[config.mk]
export PLATFORM = sky130hd
export DESIGN_NAME = desc_ring_engine
export DESIGN_NICKNAME = d
export VERILOG_FILES = /design/src/rtl/drp_pkg.sv /design/src/rtl/drp_ring_ctrl.sv /design/src/rtl/drp_arbiter.sv /design/src/rtl/desc_ring_engine.sv
export SDC_FILE = /design/constraint.sdc
export NUM_CORES = 1
export LEC_CHECK = 0
export ABC_CLOCK_PERIOD_IN_PS = 4450
export BUFFER_PORTS_ARGS = -buffer_cell sky130_fd_sc_hd__buf_2
export CORE_MARGIN = 8
export CORE_UTILIZATION = 51
export DETAILED_ROUTE_END_ITERATION = 7
export PLACE_DENSITY = 0.87
export SKIP_CTS_REPAIR_TIMING = 1
export SYNTH_ARGS = -nofsm -noshare
export SYNTH_HDL_FRONTEND = slang
export SYNTH_SLANG_ARGS = --single-unit
[constraint.sdc]
create_clock -name clk -period 4.45 [get_ports clk]
set_clock_uncertainty 0.05 [all_clocks]
set_input_delay 0.445 -clock clk [delete_from_list [all_inputs] [get_ports clk]]
set_output_delay 0.445 -clock clk [all_outputs]
set_load 0.02 [all_outputs]
[src/rtl/drp_pkg.sv]
// Package: shared types for the descriptor ring pointer engine.
// Assumes exactly two rings, receive (index 0) and transmit (index 1).
package drp_pkg;
    typedef enum logic [1:0] {
        RS_IDLE   = 2'd0,
        RS_FETCH  = 2'd1,
        RS_ACTIVE = 2'd2,
        RS_WBACK  = 2'd3
    } ring_st_e;

    localparam int RING_RX = 0;
    localparam int RING_TX = 1;
    localparam int N_RINGS = 2;
endpackage

[src/rtl/drp_ring_ctrl.sv]
// Module: drp_ring_ctrl
// One ring's state machine: idle -> fetch -> active -> write-back -> idle.
// It holds the ring index and the single cached descriptor.
// Assumes: bus_gnt is high only while this ring's request is selected,
// and idx_mask is 2^n-1.
module drp_ring_ctrl
    import drp_pkg::*;
#(
    parameter int IDX_W  = 6,
    parameter int DESC_W = 64
) (
    input  logic              clk,
    input  logic              rst_n,
    input  logic              en,
    input  logic              prompt,
    input  logic              close,
    input  logic [IDX_W-1:0]  idx_mask,
    input  logic              bus_gnt,
    input  logic [DESC_W-1:0] bus_rdata,
    output logic              want,
    output logic              is_wb,
    output logic [IDX_W-1:0]  idx,
    output logic [DESC_W-1:0] desc,
    output logic              active
);
    ring_st_e          st_q, st_d;
    logic [IDX_W-1:0]  idx_q;
    logic [DESC_W-1:0] desc_q;

    // Next state: prompts count only in idle, closes only while active
    always_comb begin
        st_d = st_q;
        unique case (st_q)
            RS_IDLE:   if (prompt)  st_d = RS_FETCH;
            RS_FETCH:  if (bus_gnt) st_d = RS_ACTIVE;
            RS_ACTIVE: if (close)   st_d = RS_WBACK;
            RS_WBACK:  if (bus_gnt) st_d = RS_IDLE;
            default:                st_d = RS_IDLE;
        endcase
        if (!en) st_d = RS_IDLE;
    end

    // State register
    always_ff @(posedge clk) begin
        if (!rst_n) st_q <= RS_IDLE;
        else        st_q <= st_d;
    end

    // Ring index: cleared while disabled, stepped after a granted write-back
    always_ff @(posedge clk) begin
        if (!rst_n || !en)
            idx_q <= '0;
        else if (st_q == RS_WBACK && bus_gnt)
            idx_q <= (idx_q + 1'b1) & idx_mask;
    end

    // Cached descriptor, loaded on a granted fetch
    always_ff @(posedge clk) begin
        if (!rst_n)
            desc_q <= '0;
        else if (en && st_q == RS_FETCH && bus_gnt)
            desc_q <= bus_rdata;
    end

    assign want   = (st_q == RS_FETCH) || (st_q == RS_WBACK);
    assign is_wb  = (st_q == RS_WBACK);
    assign active = (st_q == RS_ACTIVE);
    assign idx    = idx_q;
    assign desc   = desc_q;


    prompt_fetch_chk: assert property (@(posedge clk) disable iff (!rst_n)
        (en && prompt && st_q == RS_IDLE) |=> (st_q == RS_FETCH));


    desc_hold_chk: assert property (@(posedge clk) disable iff (!rst_n)
        (st_q == RS_ACTIVE && !close && en) |=> (active && $stable(desc_q)));


    idx_step_chk: assert property (@(posedge clk) disable iff (!rst_n)
        (en && !(st_q == RS_WBACK && bus_gnt)) |=> $stable(idx_q));


    close_ignored_chk: assert property (@(posedge clk) disable iff (!rst_n)
        (en && close && st_q == RS_IDLE && !prompt) |=> (st_q == RS_IDLE));
endmodule

[src/rtl/drp_arbiter.sv]
// Module: drp_arbiter
// Shares the single-beat master port between the two rings.
// The receive ring wins when the port is free. An ungranted request
// stays locked to its owner until the grant arrives.
// Assumes: a ring's want stays high until it is granted, or drops
// only when the engine is disabled.
module drp_arbiter
    import drp_pkg::*;
(
    input  logic               clk,
    input  logic               rst_n,
    input  logic [N_RINGS-1:0] want,
    input  logic               bus_gnt,
    output logic               m_req,
    output logic               sel,
    output logic [N_RINGS-1:0] ring_gnt
);
    logic locked_q;
    logic lock_sel_q;

    // Owner choice: the locked owner first, otherwise receive before transmit
    always_comb begin
        sel      = locked_q ? lock_sel_q : !want[RING_RX];
        m_req    = |want;
        ring_gnt = '0;
        ring_gnt[RING_RX] = bus_gnt && m_req && !sel;
        ring_gnt[RING_TX] = bus_gnt && m_req &&  sel;
    end

    // Lock the owner while its request waits for a grant
    always_ff @(posedge clk) begin
        if (!rst_n) begin
            locked_q   <= 1'b0;
            lock_sel_q <= 1'b0;
        end else begin
            locked_q   <= m_req && !bus_gnt;
            lock_sel_q <= sel;
        end
    end
endmodule

[src/rtl/desc_ring_engine.sv]
// Module: desc_ring_engine (top)
// Two descriptor rings in one region: receive at offset 0, transmit one
// whole ring (2^IDX_W descriptors) higher. It builds descriptor
// addresses, runs fetch and write-back through the master port, and
// exposes both indices for readback.
// Assumes DESC_BYTES is a power of two and IDX_W <= TX_LSB.
module desc_ring_engine
    import drp_pkg::*;
#(
    parameter int IDX_W      = 6,
    parameter int DESC_W     = 64,
    parameter int DESC_BYTES = 8,
    parameter int PAGE_W     = 8,
    parameter int BASE_W     = 14,
    parameter int RB_W       = 16,
    parameter int TX_LSB     = 8
) (
    input  logic                 clk,
    input  logic                 rst_n,
    input  logic                 mstr_en,
    input  logic [PAGE_W-1:0]    ring_page,
    input  logic [BASE_W-1:0]    ring_base,
    input  logic [$clog2(IDX_W+1)-1:0] ring_size_log2,
    input  logic                 prompt,
    input  logic                 rx_close,
    input  logic                 tx_close,
    output logic [RB_W-1:0]      ptr_rdback,
    output logic                 m_req,
    output logic                 m_write,
    output logic [PAGE_W+BASE_W+1+IDX_W+$clog2(DESC_BYTES)-1:0] m_addr,
    output logic [DESC_W-1:0]    m_wdata,
    input  logic                 m_gnt,
    input  logic [DESC_W-1:0]    m_rdata,
    output logic                 rx_active,
    output logic                 tx_active,
    output logic [DESC_W-1:0]    rx_desc,
    output logic [DESC_W-1:0]    tx_desc
);
    localparam int OFF_W  = $clog2(DESC_BYTES);
    localparam int SZ_W   = $clog2(IDX_W + 1);

    logic [IDX_W-1:0]   idx_mask;
    logic [N_RINGS-1:0] want, is_wb, act, ring_gnt, close_v;
    logic [IDX_W-1:0]   idx_a  [N_RINGS];
    logic [DESC_W-1:0]  desc_a [N_RINGS];
    logic               sel;

    // Ring size mask, clamping out-of-range sizes to the full ring
    always_comb begin
        logic [SZ_W-1:0] sz_eff;
        sz_eff   = (ring_size_log2 > SZ_W'(IDX_W)) ? SZ_W'(IDX_W) : ring_size_log2;
        idx_mask = IDX_W'(((IDX_W+1)'(1) << sz_eff) - 1'b1);
    end

    assign close_v[RING_RX] = rx_close;
    assign close_v[RING_TX] = tx_close;

    for (genvar r = 0; r < N_RINGS; r++) begin : g_ring
        drp_ring_ctrl #(.IDX_W(IDX_W), .DESC_W(DESC_W)) u_ring (
            .clk      (clk),
            .rst_n    (rst_n),
            .en       (mstr_en),
            .prompt   (prompt),
            .close    (close_v[r]),
            .idx_mask (idx_mask),
            .bus_gnt  (ring_gnt[r]),
            .bus_rdata(m_rdata),
            .want     (want[r]),
            .is_wb    (is_wb[r]),
            .idx      (idx_a[r]),
            .desc     (desc_a[r]),
            .active   (act[r])
        );
    end

    drp_arbiter u_arb (
        .clk     (clk),
        .rst_n   (rst_n),
        .want    (want),
        .bus_gnt (m_gnt),
        .m_req   (m_req),
        .sel     (sel),
        .ring_gnt(ring_gnt)
    );

    // Master port fields taken from the selected ring
    always_comb begin
        m_write = is_wb[sel];
        m_wdata = desc_a[sel];
        m_addr  = {ring_page, ring_base, sel, idx_a[sel], {OFF_W{1'b0}}};
    end

    // Index readback layout
    assign ptr_rdback = RB_W'(idx_a[RING_RX]) | (RB_W'(idx_a[RING_TX]) << TX_LSB);

    assign rx_active = act[RING_RX];
    assign tx_active = act[RING_TX];
    assign rx_desc   = desc_a[RING_RX];
    assign tx_desc   = desc_a[RING_TX];


    req_hold_chk: assert property (@(posedge clk) disable iff (!rst_n)
        (m_req && !m_gnt && mstr_en) |=>
        (m_req && $stable(m_addr) && $stable(m_write) && $stable(m_wdata)));


    off_clear_chk: assert property (@(posedge clk) disable iff (!rst_n)
        !mstr_en |=> (ptr_rdback == '0 && !m_req && !rx_active && !tx_active));
endmodule

# ---- Word level (Yosys, flattened, before mapping)
# Index checks and enable logic that the tools add are counted.
dict set report word_totals {
  elab_cells 76
  output_inout_bits 244
  register_bits 146
}
dict set report op_classes {
  reduce_logical 24
  addsub 3
  order_cmp 3
  n_bitwise 4
  shifts 1
  n_eq_ne 14
  muxes 19
}
# operator n
set ops {}
lappend ops {{two-way mux 64 bit} 3}
lappend ops {{two-way mux 6 bit} 3}
lappend ops {{case mux 2 bit (4 select lines)} 2}
lappend ops {{two-way mux 2 bit} 7}
lappend ops {{OR 6 x 14 -> 14 bit} 1}
lappend ops {{adder 6 x 1 -> 6 bit (second input constant)} 2}
lappend ops {{bitwise AND 6 bit} 2}
lappend ops {{logical AND 1 bit} 10}
lappend ops {{equality test 2 bit (second input constant)} 4}
lappend ops {{inequality test 2 x 1 -> 1 bit (second input constant)} 4}
lappend ops {{inequality test 2 bit (second input constant)} 4}
lappend ops {{AND reduction 4 bit} 2}
lappend ops {{<< shifter 1 x 3 -> 6 bit (first input constant)} 1}
lappend ops {{subtractor 6 x 1 -> 6 bit (second input constant)} 1}
lappend ops {{logical NOT 1 bit} 5}
lappend ops {{equality test 2 x 1 -> 1 bit (second input constant)} 2}
lappend ops {{logical NOT 2 bit} 2}
lappend ops {{> comparator 3 bit (second input constant)} 1}
lappend ops {{logical OR 1 bit} 3}
lappend ops {{two-way mux 1 bit} 3}
lappend ops {{two-way mux 3 bit} 1}
lappend ops {{>= comparator 2 bit (second input constant)} 1}
lappend ops {{< comparator 1 x 2 -> 1 bit (second input constant)} 1}
lappend ops {{NOT 1 -> 2 bit} 1}
lappend ops {{2 further kinds} 2}

# ---- Depth between registers and ports, before layout
# Gate-level depths: netlist (run 1).
dict set report logic_depth {
  ltp_word 8
  mapped_depth 10
}

# ---- Hierarchy
# From an unflattened synthesis (run 1), not the netlist that was laid out.
dict set report hier_totals {
  cells_unflattened 796
  hier_area_um2 7208.2
}
# module cells_per_inst area_per_inst_um2 seq_area_each_um2 instances
set modules_own_cells {}
lappend modules_own_cells {drp_ring_ctrl 334 2808.9 1441.4 2}
lappend modules_own_cells {desc_ring_engine 116 1480.2 0.0 1}
lappend modules_own_cells {drp_arbiter 12 110.1 40.0 1}

# ---- Least setup slack after synthesis (run 1)
# Ideal clock, no wire load.
dict set report synth_path {
  path_kind {reg-to-output}
  start {register g_ring[0].u_ring.st_q[0]}
  end {output port m_wdata[15]}
  t_required_ns 3.955
  t_arrival_ns 2.098
  stages_incl_launch_ff 10
  path_buffers 4
  setup_slack_ns 1.857
  path_cell_list {dfxtp_1 > ha_1 > buf_6 > or3_1 > and2_1 > buf_2 > inv_1 > buf_4 > buf_4 > mux2_2}
}
dict set report synth_via {
  elab_chain_len 8
}
# item line
set synth_lines {}
lappend synth_lines {{start: declaration} drp_ring_ctrl.sv:26} ;# ring_st_e st_q, st_d;
lappend synth_lines {{start signal: assignment} drp_ring_ctrl.sv:46} ;# else st_q <= st_d;
lappend synth_lines {{equality test 2 x 1 -> 1 bit / equality test 2 bit (equally long branches)} drp_ring_ctrl.sv:65} ;# assign want = (st_q == RS_FETCH) || (st_q == RS_WBACK);
lappend synth_lines {{logical OR 1 bit (*)} drp_ring_ctrl.sv:65}
lappend synth_lines {{logical NOT 1 bit (*)} drp_arbiter.sv:23} ;# sel = locked_q ? lock_sel_q : !want[RING_RX];
lappend synth_lines {{two-way mux 1 bit (*)} drp_arbiter.sv:23}
lappend synth_lines {{NOT 1 -> 2 bit (not written as such) (*)} desc_ring_engine.sv:89} ;# m_wdata = desc_a[sel];
lappend synth_lines {{two-way mux 64 bit (not written as such) (*) (3 in series)} desc_ring_engine.sv:89}
lappend synth_lines {{end: declaration} desc_ring_engine.sv:31} ;# output logic [DESC_W-1:0] m_wdata,
# Every way passes the cells marked *; elsewhere a longest branch is shown, timed or not. The select of a mux whose other input is x is not followed.

# ---- Worst setup path in the final report (run 1)
dict set report layout_path {
  start {register g_ring[0].u_ring.st_q[0]}
  end {output port m_wdata[12]}
}
# The elaborated chain is that of the path after synthesis.

==> metrics.md, run 1 <==
| Metric | Value |
|---|---|
| Status | completed |
| Finished Layout Cells | 1,239 |
| CTS tree | yes |
| Most frequent cells in the layout | 287 x buf_2, 277 x nand2_1, 146 x dfxtp_1, 67 x mux2i_1 |
| Power density cells | 337.0 nW/um2 |
| Sequential fraction of the synthesis area | 40.90% |
| Detailed placer's ending HPWL | 14,820 um |
| Final Hold Vio Count | 0 |
| Post-layout util | 64.85% |
| Largest net degree at the start of global routing | 109 |
| Clock Latency Late Sink | 400 ps |
| Synth Area in Compound Gates | 10.26% |
| XOR/XNOR Fraction of Synth Area | 0% |
| Max Buffers Root-to-Sink | 2 |
| CP endpoint kind | primary output |
| Post-synthesis register bit count | 146 |
| Post-synthesis cell count | 812 |
| Hold slack | 237.0 ps |
| Worst Hold Depth | 3 |
| CP max stage cell | or3_1 |
| P&R area growth vs syn | 25.00% |
| Final nets | 1,153 |
| Starting density of the core | 51.88% |
| RSZ-0062 raised after global routing | false |
| Path category of the worst min-delay check | in2reg |
| H-tree depth | 4 |
| Slew margin rel. | 43.74% |
| Final Max Tran Viols | 0 |
| Worst Path Arrival | 2810 ps |
| Die width | 134.4 um |
| Vias in the first global route | 6,577 |
| Routability cong. | 0.8147 |
| DP Worst Slack | 1572 ps |
| Syn avg cell area | 8.800 um2 |
| Worst Tran Pin Value | 843.9 ps |
| Total design power | 3.010 mW |
| Worst-path cell chain | ha_1 > or3_1 > and2_1 > inv_2 > buf_12 > mux2_2 > buf_2 |
| Detailed Routing Iterations Pass 1 | 4 |
| Final Worst Setup Slack | 1149 ps |
| First-pass GRT wire length | 32,520 um |
| Number of synthesized flops with an enable pin | 0 |
| Final TNS setup | 0 ps |
| Max rail drop VDD | 0.0002123 V |
| GR Util All Layers | 21.99% |
| DRC viols | 0 |
| Vias per inst | 5.279 |
| Final worst path period share | 74.18% |
| CP Launch Type | flip-flop |
| Max-Cap Viols | 0 |
| Placed cells | 1,207 |
| Mux contribution to synthesized area | 19.47% |
| Ys Warns | 0 |
| Synth Area in Adders | 1.926% |
| Mapped Area | 7146 um2 |
| # setup viols final | 0 |
| Post-route ant nets | 0 |
| Root Driver | clkbuf_16 |
| Cell Area, Placed | 8346 um2 |
| Number of port buffers | 288 |
| Clock-pin slew on the worst setup and hold paths | 60 ps |
| Critical path type | reg2out |
| Fmax achieved | 302.9 MHz |
| Post-synth top flop | dfxtp_1 |
| Leakage | 4.183 nW |
| DR iter-0 viols | 335 |
| CP Max Fanout | 45 |
| CTS buffer count | 17 |
| # diodes | 0 |
| Number of I/O pins | 340 |
| Fin crit period | 3301 ps |
| Design area | 8932 um2 |
| Num Clock Sinks | 146 |
| Worst path max stage delay | 400 ps |
| Vias | 6,541 |
| Share of layout cells above drive strength 1 | 37.96% |
| Wirelength per Cell | 16.52 um |
| Worst reg2reg path depth | 6 |
| Row count | 43 |
| FFs w/ async S/R, synth | 0% |
| Main combinational cell family by area after synthesis | multiplexers |
| Aggregate global routing overflow | 0 |
| Simple-gate share of the synthesized area | 18.77% |
| Die area | 18,060 um2 |
| Commonest non-fill, non-tap cell in the layout | buf_2 |
| Worst Path Required | 3950 ps |
| Die Span Y | 134.4 um |
| Initial antenna violation count | 1 |
| Distinct cells, synth | 46 |
| Core area | 13,770 um2 |
| Routed Wire Length | 20,460 um |
registers in the layout, summed over array words and instances (netlist names):
register,flops
g_ring.u_ring.desc,128
g_ring.u_ring.idx,12
g_ring.u_ring.st_q,4
u_arb.lock_sel_q,1
u_arb.locked_q,1
metal layers:
layer / GRT usage [%] / wire length, um / part of all wire (%) / up-vias
met5: 0 / 8 / 0.039 / -
met4: 8.546 / 386 / 1.9 / 2
met3: 7.666 / 1669 / 8.2 / 39
met2: 40.32 / 10720 / 52 / 237
met1: 22.31 / 7683 / 38 / 3115
li1: - / - / - / 3148
where the power goes:
group / internal [mW] / leakage, nW / switching [mW] / total, mW
sequential: 1.32 / 1.18 / 0.0115 / 1.33
combinational: 0.106 / 2.72 / 0.171 / 0.277
clock: 0.856 / 0.287 / 0.544 / 1.40
total: 2.28 / 4.18 / 0.726 / 3.01
cell usage after synthesis (all sizes together), types with 9 or more instances:
cell type	n	area, um2
nand3	12	60.06
a21boi	64	480.5
mux2	64	720.7
a21oi	10	50.05
nand2	277	1040
buf	55	465.4
mux2i	67	670.6
dfxtp	146	2923
ha	11	137.6
o21ai	11	55.05
clkbuf	31	116.4
inv	9	33.78
nor2	11	41.29
path summary, 6_finish.rpt:
check / from / endpoint / slack, ps
hold reg to reg: g_ring[0].u_ring.desc[11] / g_ring[0].u_ring.desc[11] / 410
setup / recovery: g_ring[0].u_ring.st_q[0] / m_wdata[12] / 1150
setup reg to reg: g_ring[0].u_ring.st_q[0] / g_ring[0].u_ring.desc[13] / 1800
hold / removal: m_rdata[9] / g_ring[0].u_ring.desc[9] / 240
final cells by class:
type,count,area (um2)
inverters,9,33.78
repair buffers,295,1534
well taps,180,225.2
multi-input cells,577,3630
flip-flops and latches,146,2923
clock buffers,20,456.7
clock inverters,12,130.1
fillers,1124,4841
cell families after synthesis:
family / count (synthesis)
and+or+nand+nor: 325
DFF: 146
muxes: 131
AOI/OAI and AO/OA: 103
buffers and inverters: 95
adders and majority gates: 11
other: 1
worst max-delay path, delay by kind of cell (launching register included):
| kind | cells | cell delay [ps] |
|---|---|---|
| buffers and inverters | 3 | 710 |
| flip-flops | 1 | 350 |
| multiplexers | 1 | 380 |
| AND/OR/NAND/NOR | 2 | 600 |
| adder cells (fa/ha/maj) | 1 | 350 |
Power figures use the tool's default switching activity.
==> run 2, diff against run 1 <==
--- a/config.mk
+++ b/config.mk
@@ -5,12 +5,13 @@
 export SDC_FILE = /design/constraint.sdc
 export NUM_CORES = 1
 export LEC_CHECK = 0
-export ABC_CLOCK_PERIOD_IN_PS = 4450
+export ABC_AREA = 1
+export ABC_CLOCK_PERIOD_IN_PS = 2700
 export BUFFER_PORTS_ARGS = -buffer_cell sky130_fd_sc_hd__buf_2
 export CORE_MARGIN = 8
-export CORE_UTILIZATION = 51
+export CORE_UTILIZATION = 42
 export DETAILED_ROUTE_END_ITERATION = 7
-export PLACE_DENSITY = 0.87
+export PLACE_DENSITY = 0.77
 export SKIP_CTS_REPAIR_TIMING = 1
 export SYNTH_ARGS = -nofsm -noshare
 export SYNTH_HDL_FRONTEND = slang
==> constraint.sdc (replaced) <==
create_clock -name clk -period 2.7 [get_ports clk]
set_clock_uncertainty 0.05 [all_clocks]
set_input_delay 0.27 -clock clk [delete_from_list [all_inputs] [get_ports clk]]
set_output_delay 0.27 -clock clk [all_outputs]
set_load 0.02 [all_outputs]
==> run 2 against run 1 <==
Against the previous run: sequential power is 65% higher; via count grew 9.7%; die area grew 15%; clock power grew 71%; area after synthesis decreased by 3.9%; non-clock buffer count increased by 5; first-iteration DRC count rose by 30%; global-route usage shrank 1.7 points.
==> metrics.md, run 2 <==
| Metric | Value |
|---|---|
| Status | completed (unchanged) |
| Worst Path Arrival | 2250 ps (was 2810 ps) |
| Share of the synthesized area in the top cell type | 42.55% (was 40.90%) |
| First-pass GRT wire length | 33,590 um (was 32,520 um) |
| Clock-pin slew on the worst setup and hold paths | 70 ps (was 60 ps) |
| Num Clock Sinks | 146 (unchanged) |
| Leakage | 5.020 nW (was 4.183 nW) |
| Aggregate global routing overflow | 0 (unchanged) |
| Row count | 46 (was 43) |
| Placed cells | 1,480 (was 1,207) |
| Clock Latency Late Sink | 410 ps (was 400 ps) |
| Detailed Routing Iterations Pass 1 | 5 (was 4) |
| H-tree depth | 4 (unchanged) |
| Hold slack | 40.23 ps (was 237.0 ps) |
| Sw frac | 26.07% (was 24.13%) |
| Routed Wire Length | 22,740 um (was 20,460 um) |
| Total design power | 5.099 mW (was 3.010 mW) |
| Largest net degree at the start of global routing | 131 (was 109) |
| P_int | 3.770 mW (was 2.283 mW) |
| DP Worst Slack | 478.7 ps (was 1572 ps) |
| Number of I/O pins | 340 (unchanged) |
| Commonest non-fill, non-tap cell in the layout | buf_2 (unchanged) |
| Final Hold Vio Count | 0 (unchanged) |
| Post-synthesis register bit count | 146 (unchanged) |
| GR Util All Layers | 20.32% (was 21.99%) |
| Die area | 20,700 um2 (was 18,060 um2) |
| Die Span Y | 143.9 um (was 134.4 um) |
| Vias | 7,173 (was 6,541) |
| Number of port buffers | 288 (unchanged) |
| Max rail drop VDD | 0.0004077 V (was 0.0002123 V) |
| DR iter-0 viols | 435 (was 335) |
| Most frequent cells in the layout | 287 x buf_2, 285 x nor2_1, 247 x nand2_1, 146 x dfxtp_1, 104 x o21ai_0 (was 287 x buf_2, 277 x nand2_1, 146 x dfxtp_1, 67 x mux2i_1) |
| Vias per inst | 4.716 (was 5.279) |
| Comb power frac | 10.1% (was 9.2%) |
| Worst Tran Pin Value | 716.7 ps (was 843.9 ps) |
| Sequential fraction of the synthesis area | 42.55% (was 40.90%) |
| CTS buffer count | 17 (unchanged) |
| Path category of the worst min-delay check | in2reg (unchanged) |
| Max reg flops | 128 (unchanged) |
| Die width | 143.9 um (was 134.4 um) |
| Max Buffers Root-to-Sink | 2 (unchanged) |
| Cell Area, Placed | 8207 um2 (was 8346 um2) |
| # setup viols final | 0 (unchanged) |
| Starting density of the core | 43.09% (was 51.88%) |
| Distinct cells, synth | 28 (was 46) |
| FFs w/ async S/R, synth | 0% (unchanged) |
| Vias in the first global route | 6,781 (was 6,577) |
| Syn avg cell area | 6.542 um2 (was 8.800 um2) |
| Slew margin rel. | 52.22% (was 43.74%) |
| Post-synthesis cell count | 1,050 (was 812) |
| Critical path type | reg2out (unchanged) |
| Post-route ant nets | 0 (unchanged) |
| Worst Path Required | 2380 ps (was 3950 ps) |
| Final Worst Setup Slack | 133.9 ps (was 1149 ps) |
| CP endpoint kind | primary output (unchanged) |
| Max-Cap Viols | 0 (unchanged) |
| CP Launch Type | flip-flop (unchanged) |
| Initial antenna violation count | 1 (unchanged) |
| Most numerous cell in the Yosys netlist | nor2_1 (was nand2_1) |
| P&R area growth vs syn | 29.58% (was 25.00%) |
| Core area | 15,940 um2 (was 13,770 um2) |
| Synth top cells by count | 285 x nor2_1, 247 x nand2_1, 146 x dfxtp_1, 104 x o21ai_0, 95 x inv_1 (was 277 x nand2_1, 146 x dfxtp_1, 67 x mux2i_1, 64 x a21boi_0, 64 x mux2_2) |
| Detailed placer's ending HPWL | 15,330 um (was 14,820 um) |
| Fmax achieved | 389.7 MHz |
| Power density cells | 572.9 nW/um2 (was 337.0 nW/um2) |
| Wirelength per Cell | 14.95 um (was 16.52 um) |
| CTS tree | yes (unchanged) |
| Largest cells by area after synthesis | dfxtp_1 43%, nor2_1 16%, nand2_1 13% (was dfxtp_1 41%, nand2_1 15%, mux2_2 10%) |
| Cell taking the most area after synthesis | dfxtp_1 (unchanged) |
| Number of synthesized flops with an enable pin | 0 (unchanged) |
| Design area | 8901 um2 (was 8932 um2) |
| Mapped Area | 6869 um2 (was 7146 um2) |
| Fin crit period | 2566 ps |
| Final Max Tran Viols | 0 (unchanged) |
| Finished Layout Cells | 1,521 (was 1,239) |
| Switching Power | 1.330 mW (was 0.7264 mW) |
| Post-synth top flop | dfxtp_1 (unchanged) |
| Seq pwr share | 43.0% (was 44.3%) |
| Routability cong. | 0.8633 (was 0.8147) |
| DRC viols | 0 (unchanged) |
| Clock network power share | 46.9% (was 46.5%) |
| Ys Warns | 0 (unchanged) |
| Root Driver | clkbuf_16 (unchanged) |
| Final worst path period share | 95.04% |
| Share of layout cells above drive strength 1 | 25.96% (was 37.96%) |
| Final nets | 1,396 (was 1,153) |
| CP Max Fanout | 17 (was 45) |
run 2: routing by layer:
metal / part of all wire [%] / GRT usage (%)
met1: 40 / 22.48
met2: 48 / 34.57
met3: 9.5 / 6.669
met4: 2.6 / 9.629
met5: 0.057 / 0
run 2: through the flow:
step           setup TNS, ps  utilization, %
2_1_floorplan              0               -
3_3_place_gp               0           51.48
3_5_place_dp               0           51.48
4_1_cts                    0           55.25
5_1_grt               -3.345           55.78
6_report                   0           55.83
run 2: path summary, 6_finish.rpt:
| path | from | end | slack (ps) | depth (start not counted) |
|---|---|---|---|---|
| max reg2reg | g_ring[0].u_ring.st_q[0] | g_ring[0].u_ring.desc[8] | 340 | 9 |
| max | g_ring[0].u_ring.st_q[1] | m_wdata[62] | 130 | 8 |
| min | m_rdata[42] | g_ring[0].u_ring.desc[42] | 40 | 3 |
| min reg2reg | g_ring[0].u_ring.idx[1] | g_ring[0].u_ring.idx[1] | 460 | 2 |
run 2: cells by family after synthesis:
family / synth area share, %
flops: 42.55
fa+ha+maj: 2.004
compound gates: 11.91
other cells: 0.05459
buf+inv: 12.79
simple gates: 30.69
run 2: final cells by class:
cell class,instances,area (um2)
Clock buffer,20,456.7
Multi-Input combinational cell,727,3098
Antenna cell,3,7.507
Fill cell,1568,7042
Sequential cell,146,2923
Timing Repair Buffer,300,1637
Clock inverter,12,145.1
Inverter,97,364.1
Tap cell,216,270.3
run 2: power by group through the flow:
stage	combinational [mW]	sequential (mW)	clock, mW
6_report	0.513	2.19	2.39
3_5_place_dp	0.436	2.24	0
4_1_cts	0.437	2.19	2.44
5_1_grt	0.558	2.20	2.54
3_3_place_gp	0.432	2.24	0
2_1_floorplan	0.314	2.26	0
run 2: critical path, cell delays in order (launching register included):
cell,delay (ps)
dfxtp_1,380
inv_1,90
ha_1,210
nor2_2,180
a21boi_4,100
buf_4,150
clkbuf_16,190
o21ai_0,290
buf_2,230
